**config.mk**
```make
export PLATFORM = sky130hd
export DESIGN_NAME = conc_local_bypass
export DESIGN_NICKNAME = d
export VERILOG_FILES = /design/src/rtl/conc_pkg.sv /design/src/rtl/conc_ctrl.sv /design/src/rtl/conc_dpath.sv /design/src/rtl/conc_local_bypass.sv
export SDC_FILE = /design/constraint.sdc
export NUM_CORES = 1
export LEC_CHECK = 0
export CAP_MARGIN = 10
export CORE_ASPECT_RATIO = 0.5
export CORE_UTILIZATION = 50
export CTS_CLUSTER_DIAMETER = 50
export DETAILED_ROUTE_END_ITERATION = 6
export GPL_TIMING_DRIVEN = 0
export PLACE_DENSITY_LB_ADDON = 0.3
export SYNTH_ARGS = -nofsm -noshare
export SYNTH_HDL_FRONTEND = slang
export SYNTH_HIERARCHICAL = 1
export SYNTH_SLANG_ARGS = --single-unit
```
**constraint.sdc**
```tcl
create_clock -name clk -period 8.7 [get_ports clk]
set_clock_uncertainty 0.05 [all_clocks]
set_input_delay 1.74 -clock clk [delete_from_list [all_inputs] [get_ports clk]]
set_output_delay 1.74 -clock clk [all_outputs]
set_load 0.02 [all_outputs]
```
**src/rtl/conc_pkg.sv**
```systemverilog
package conc_pkg;
  localparam int N_TERM = 4;
  localparam int TERM_W = $clog2(N_TERM);

  typedef logic [TERM_W-1:0] termIdx_t;

  // strobes from control to datapath
  typedef struct packed {
    termIdx_t                injSrc;
    logic [N_TERM-1:0]       outFromEj;
    termIdx_t [N_TERM-1:0]   outSrc;
  } strobe_t;

  function automatic termIdx_t rrPick(input logic [N_TERM-1:0] req, input termIdx_t ptr);
    termIdx_t pick;
    termIdx_t cand;
    logic found;
    pick  = ptr;
    found = 1'b0;
    for (int k = 0; k < N_TERM; k++) begin
      cand = termIdx_t'((int'(ptr) + k) % N_TERM);
      if (!found && req[cand]) begin
        pick  = cand;
        found = 1'b1;
      end
    end
    return pick;
  endfunction
endpackage

```
**src/rtl/conc_ctrl.sv**
```systemverilog
module conc_ctrl
  import conc_pkg::*;
#(
  parameter int GRP_W = 4
) (
  input  logic                          clk,
  input  logic                          rstN,
  input  logic [GRP_W-1:0]              groupId,
  input  logic [N_TERM-1:0]             inValid,
  input  logic [N_TERM-1:0][GRP_W-1:0]  inGrp,
  input  termIdx_t [N_TERM-1:0]         inTerm,
  input  logic [N_TERM-1:0]             inLast,
  output logic [N_TERM-1:0]             inReady,
  output logic                          injValid,
  input  logic                          injReady,
  input  logic                          ejValid,
  input  termIdx_t                      ejTerm,
  input  logic                          ejLast,
  output logic                          ejReady,
  output logic [N_TERM-1:0]             outValid,
  input  logic [N_TERM-1:0]             outReady,
  output strobe_t                       strb
);
  logic [N_TERM-1:0] isLocal, gReq;
  logic injLock;
  termIdx_t injOwner, injPtr, injSel;
  logic injFire;

  logic [N_TERM-1:0][N_TERM-1:0] locReq;
  logic [N_TERM-1:0] ejWants, useEj, outFire;
  logic [N_TERM-1:0] ejLock, locLock;
  termIdx_t [N_TERM-1:0] locOwner, locPtr, locSel;

  always_comb begin
    for (int i = 0; i < N_TERM; i++) begin
      isLocal[i] = (inGrp[i] == groupId);
      gReq[i]    = inValid[i] && !isLocal[i];
    end
    injSel   = injLock ? injOwner : rrPick(gReq, injPtr);
    injValid = gReq[injSel];
    injFire  = injValid && injReady;
  end

  always_comb begin
    for (int j = 0; j < N_TERM; j++) begin
      for (int i = 0; i < N_TERM; i++)
        locReq[j][i] = inValid[i] && isLocal[i] && (inTerm[i] == termIdx_t'(j));
      ejWants[j]  = ejValid && (ejTerm == termIdx_t'(j));
      useEj[j]    = ejLock[j] || (!locLock[j] && ejWants[j]);
      locSel[j]   = locLock[j] ? locOwner[j] : rrPick(locReq[j], locPtr[j]);
      outValid[j] = useEj[j] ? ejWants[j] : locReq[j][locSel[j]];
      outFire[j]  = outValid[j] && outReady[j];
    end
    ejReady = ejValid && useEj[ejTerm] && outReady[ejTerm];
    for (int i = 0; i < N_TERM; i++) begin
      if (isLocal[i])
        inReady[i] = inValid[i] && !useEj[inTerm[i]] &&
                     (locSel[inTerm[i]] == termIdx_t'(i)) && outReady[inTerm[i]];
      else
        inReady[i] = gReq[i] && (injSel == termIdx_t'(i)) && injReady;
    end
  end

  always_comb begin
    strb.injSrc    = injSel;
    strb.outFromEj = useEj;
    strb.outSrc    = locSel;
  end

  always_ff @(posedge clk or negedge rstN) begin
    if (!rstN) begin
      injLock  <= 1'b0;
      injOwner <= '0;
      injPtr   <= '0;
      ejLock   <= '0;
      locLock  <= '0;
      locOwner <= '0;
      locPtr   <= '0;
    end else begin
      if (injFire) begin
        injLock  <= !inLast[injSel];
        injOwner <= injSel;
        if (inLast[injSel]) injPtr <= termIdx_t'(injSel + 1'b1);
      end
      for (int j = 0; j < N_TERM; j++) begin
        if (outFire[j]) begin
          if (useEj[j]) begin
            ejLock[j] <= !ejLast;
          end else begin
            locLock[j]  <= !inLast[locSel[j]];
            locOwner[j] <= locSel[j];
            if (inLast[locSel[j]]) locPtr[j] <= termIdx_t'(locSel[j] + 1'b1);
          end
        end
      end
    end
  end
endmodule

```
**src/rtl/conc_dpath.sv**
```systemverilog
module conc_dpath
  import conc_pkg::*;
#(
  parameter int FLIT_W = 23
) (
  input  logic [N_TERM-1:0][FLIT_W-1:0] termInFlit,
  input  logic [FLIT_W-1:0]             ejFlit,
  input  strobe_t                       strb,
  output logic [FLIT_W-1:0]             injFlit,
  output logic [N_TERM-1:0][FLIT_W-1:0] termOutFlit
);
  assign injFlit = termInFlit[strb.injSrc];

  for (genvar j = 0; j < N_TERM; j++) begin : g_out
    assign termOutFlit[j] = strb.outFromEj[j] ? ejFlit : termInFlit[strb.outSrc[j]];
  end
endmodule

```
**src/rtl/conc_local_bypass.sv**
```systemverilog
module conc_local_bypass
  import conc_pkg::*;
#(
  parameter int GRP_W = 4,
  parameter int PAY_W = 16,
  localparam int FLIT_W = GRP_W + TERM_W + 1 + PAY_W
) (
  input  logic                          clk,
  input  logic                          rstN,
  input  logic [GRP_W-1:0]              groupId,
  input  logic [N_TERM-1:0]             termInValid,
  output logic [N_TERM-1:0]             termInReady,
  input  logic [N_TERM-1:0][FLIT_W-1:0] termInFlit,
  output logic                          injValid,
  input  logic                          injReady,
  output logic [FLIT_W-1:0]             injFlit,
  input  logic                          ejValid,
  output logic                          ejReady,
  input  logic [FLIT_W-1:0]             ejFlit,
  output logic [N_TERM-1:0]             termOutValid,
  input  logic [N_TERM-1:0]             termOutReady,
  output logic [N_TERM-1:0][FLIT_W-1:0] termOutFlit
);
  localparam int LAST_BIT = PAY_W;
  localparam int TERM_LSB = PAY_W + 1;

  logic [N_TERM-1:0][GRP_W-1:0] inGrp;
  termIdx_t [N_TERM-1:0] inTerm;
  logic [N_TERM-1:0] inLast;
  strobe_t strb;

  always_comb begin
    for (int i = 0; i < N_TERM; i++) begin
      inGrp[i]  = termInFlit[i][FLIT_W-1 -: GRP_W];
      inTerm[i] = termInFlit[i][TERM_LSB +: TERM_W];
      inLast[i] = termInFlit[i][LAST_BIT];
    end
  end

  conc_ctrl #(.GRP_W(GRP_W)) u_ctrl (
    .clk(clk), .rstN(rstN), .groupId(groupId),
    .inValid(termInValid), .inGrp(inGrp), .inTerm(inTerm), .inLast(inLast),
    .inReady(termInReady), .injValid(injValid), .injReady(injReady),
    .ejValid(ejValid), .ejTerm(ejFlit[TERM_LSB +: TERM_W]), .ejLast(ejFlit[LAST_BIT]),
    .ejReady(ejReady), .outValid(termOutValid), .outReady(termOutReady), .strb(strb)
  );

  conc_dpath #(.FLIT_W(FLIT_W)) u_dpath (
    .termInFlit(termInFlit), .ejFlit(ejFlit), .strb(strb),
    .injFlit(injFlit), .termOutFlit(termOutFlit)
  );
endmodule

```
==> reports/summary.md <==
The flow ran to the end, but the final reports show violations. The checks that failed: setup timing. Overall die width: 177.9 um.

In the final routed layout, each cell accounts on average for 24.74 um. The total overflow left after global routing is 0. The worst register-to-register path begins at u_ctrl/locPtr[5]$_DFFE_PN0P_. The overall fraction of global-route tracks in use was 41.51%. The maximum single-stage delay on the critical path was 1.15 ns.

In this run the worst setup path begins at termInFlit[66]. Once the clock tree was built, the setup fixing pass inserted 0 buffers. The share of the Yosys chip area taken by registers is 9.387%. Once detail routing completed, the nets flagged for antenna violations numbered 0. The run gives 9395 as the via count of the first global-routing pass. Capture point of the worst path: termOutFlit[53].

No sink is reached through more buffers than the 2 on the longest clock path. The tree built by TritonCTS fans out to 29 sinks. The count of final max-slew check failures is 0.

Entering global routing, the biggest net connects 21 pins. Prior to clock tree synthesis, the placed netlist has a worst setup slack of 0.2743 ns. During placement, the flow inserted port buffers numbering 252. After clock tree synthesis, the clock-pin slew on the worst setup and hold paths is 0.05 ns. The number of different library cells used by synthesis comes to 83. For the final weighted congestion in routability-driven placement, the log shows 0.9658. For this run, the post-layout net count is 1326. The final layout contains routed wiring with a total length of 34390 um. For the final worst-path setup slack, the log shows -0.02337 ns. For the pin with the worst max-slew slack, the measured transition is 1.345 ns.

Counting I/O delays and the setup requirement, the final critical path takes 8.723 ns. The number of enable flip-flop cells after synthesis works out to 0. Of all cell types, the one taking the most synthesized area is sky130_fd_sc_hd__mux2i_1. In this run the clock root is driven by a sky130_fd_sc_hd__clkbuf_16. In this run, post-CTS hold repair placed 0 buffers. In the synthesized netlist the async set-or-reset flop fraction comes to 100.0%.

In this run the critical register-to-register path is captured at u_ctrl/locPtr[5]$_DFFE_PN0P_. Ranked by instance count, the synthesized netlist is headed by sky130_fd_sc_hd__mux2i_1, sky130_fd_sc_hd__a211oi_1, sky130_fd_sc_hd__nor2b_1. The clock latency reported for the late side of the worst-skew pair is 0.28 ns, and the die footprint is 15990 um^2.

After the first detailed-routing iteration, the DRC count stood at 1476. The analysis attributes to cell leakage a power of 4.020 nW. By startpoint and endpoint, the worst setup path is classified as in2out. For the antenna diode instance count, the log shows 0.

The routed layout has 10000 vias. Traced cell by cell, the critical path runs through clkdlybuf4s50_1 > xor2_1 > nor4_1 > nand2_1 > a311oi_1 > o211ai_1 > nand2_1 > nor2_1 > buf_2 > a221oi_1 > clkdlybuf4s50_1. The worst setup path is captured at an output port. The CTS buffer count was 5. STA classifies the critical path startpoint as an input pin.

Yosys instantiated no cell more often than sky130_fd_sc_hd__mux2i_1. Synthesis produced a netlist with a net count of 1065. The synthesis-to-layout area growth is 38.57%. TritonCTS built the clock tree. The logs give 0 for the number of endpoints with negative hold slack in the final report and 117.6 uV for the maximum vdd ir drop. In this run the cell area of the synthesized design comes to 7731 um^2.

The initial antenna violation count was 0. The completed layout was analyzed and its total power is 2.104 mW. The number of standard cells after synthesis came out at 930. In this run the core area contains 31 standard-cell rows.

The wire length of the first global-routing pass came out at 52250 um. Once the floorplan was initialized, standard cells occupied 52.32% of the core. Once detailed placement completed, the half-perimeter wirelength came to 25660 um. In this run the tightest slew margin relative to its limit is 9.500%. Sorting the synthesized cells by area gives the leading types as sky130_fd_sc_hd__mux2i_1, sky130_fd_sc_hd__a221oi_1, sky130_fd_sc_hd__dfrtp_1. Setup repair after global routing left no endpoint under its margin. The path class of the lowest-slack min-delay path was reg2reg. In this run the register-to-register setup slack is 5.74 ns. The fraction of final layout cells sized beyond drive strength 1 works out to 10.99%. The number of vias per cell after detailed routing is 7.196, and the number of flip-flops and latches in the synthesized netlist is 29.

The slowest stage cell on the critical path was sky130_fd_sc_hd__nor4_1. The Yosys step of the flow raised 6 warnings. Across the run, the number of max-cap violations was 0. In the synthesized netlist the dominant register cell turns out to be sky130_fd_sc_hd__dfrtp_1. Of the available clock period, the critical path in the final layout requires 100.3%.

At the worst endpoint, the required time is 6.91 ns. In the routed design, unresolved DRC markers number 0. Along the worst path, the maximum fanout reaches 10.

The floorplan step defined a core boundary enclosing 14780 um^2. 256 I/O pins were placed. For this design the ratio of total power to cell area is 196.4 nW/um^2. The synthesized design devotes to its leading area cell type 13.98% of total area.

The first-pass detailed-route iteration total is 5, and the die boundary height is 89.93 um. The H-tree was split into 2 levels. The final setup violation count is 1, and the cell depth of the worst flop-to-flop path is 8. The arrival time of data at the critical path endpoint was 6.93 ns; the highest clock rate was 0.1146 GHz.

A synthesized cell averages 8.313 um^2.
==> power breakdown <==
group	leakage [nW]	total, mW	switching [mW]	internal, mW
logic	3.59	1.73	0.935	0.797
registers	0.351	0.172	0.0170	0.155
clock network	0.0800	0.200	0.0652	0.135
==> metrics by stage <==
stage / instances / hold WS [ns] / util (%) / TNS (ns) / cell area [um^2]
2_1_floorplan: 930 / 0.4193 / - / 0 / 7731
3_3_place_gp: 1380 / 0.4424 / 71.06 / 0 / 10500
3_5_place_dp: 1382 / 0.4493 / 71.30 / 0 / 10540
4_1_cts: 1390 / 0.4620 / 72.46 / 0 / 10710
5_1_grt: 1390 / 0.4847 / 72.49 / 0 / 10710
6_report: 1390 / 0.4676 / 72.49 / -0.02337 / 10710
==> critical path: cells and delay by family <==
kind / cells / cell delay (ns)
buffers and inverters: 3 / 1.63
AOI/OAI and AO/OA: 3 / 1.23
xor gates and xnor gates: 1 / 0.20
and+or+nand+nor: 4 / 2.13
==> metal layers <==
metal | GRT usage (%) | share of wire (%)
met2 | 67.32 | 46
met3 | 6.472 | 11
met4 | 20.66 | 4.9
met1 | 53.47 | 39
met5 | 0 | 0
==> layout make-up <==
type | count | area, um^2
Multi-Input combinational cell | 768 | 6218
Fill cell | 1183 | 4065
Timing Repair Buffer | 254 | 2557
Sequential cell | 29 | 725.7
Buffer | 85 | 611.8
Tap cell | 198 | 247.7
Inverter | 48 | 180.2
Clock buffer | 5 | 125.1
Clock inverter | 3 | 46.29
==> cells in the final DEF, fill, tap and decap left out, drive strengths merged, types with 15 or more instances in the layout <==
cell / synthesis / final
clkdlybuf4s50: 0 / 252
mux2i: 108 / 108
nor2b: 95 / 95
a211oi: 95 / 95
a221oi: 94 / 94
buf: 62 / 64
nand2: 50 / 50
inv: 47 / 47
nor2: 36 / 36
dfrtp: 29 / 29
clkbuf: 23 / 28
o21ai: 24 / 24
mux4: 24 / 24
nand3: 22 / 22
a21oi: 20 / 20
mux2: 15 / 15
==> cells by family after synthesis <==
kind of cell               share of synthesized area (%)
AOI/OAI and AO/OA                                  34.03
adders and majority gates                         0.7769
DFF                                                9.387
and+or+nand+nor                                    19.89
muxes                                              23.40
buffers and inverters                              10.24
xor gates and xnor gates                           2.266
==> worst min path at each step <==
stage	from	end	depth (start not counted)
after floorplan	u_ctrl/locOwner[0]$_DFFE_PN0P_	u_ctrl/locOwner[0]$_DFFE_PN0P_	2
after global placement	u_ctrl/injOwner[0]$_DFFE_PN0P_	u_ctrl/injOwner[0]$_DFFE_PN0P_	1
after detailed placement	u_ctrl/locOwner[0]$_DFFE_PN0P_	u_ctrl/locOwner[0]$_DFFE_PN0P_	2
after CTS	u_ctrl/locOwner[0]$_DFFE_PN0P_	u_ctrl/locOwner[0]$_DFFE_PN0P_	2
after global routing	u_ctrl/locOwner[1]$_DFFE_PN0P_	u_ctrl/locOwner[1]$_DFFE_PN0P_	1
final	u_ctrl/locOwner[3]$_DFFE_PN0P_	u_ctrl/locOwner[3]$_DFFE_PN0P_	1
==> state kept, by name (all words and copies together), names as in the netlist <==
signal           flops
u_ctrl/locLock       4
u_ctrl/injLock       1
u_ctrl/locOwner      8
u_ctrl/injPtr        2
u_ctrl/injOwner      2
u_ctrl/locPtr        8
u_ctrl/ejLock        4
==> what timing repair did <==
item	in CTS	in global routing
resized for setup	0	1
endpoints found under the setup margin	0	5
hold endpoints to repair	0	0
Note: power is estimated with default switching activity, not from simulation.
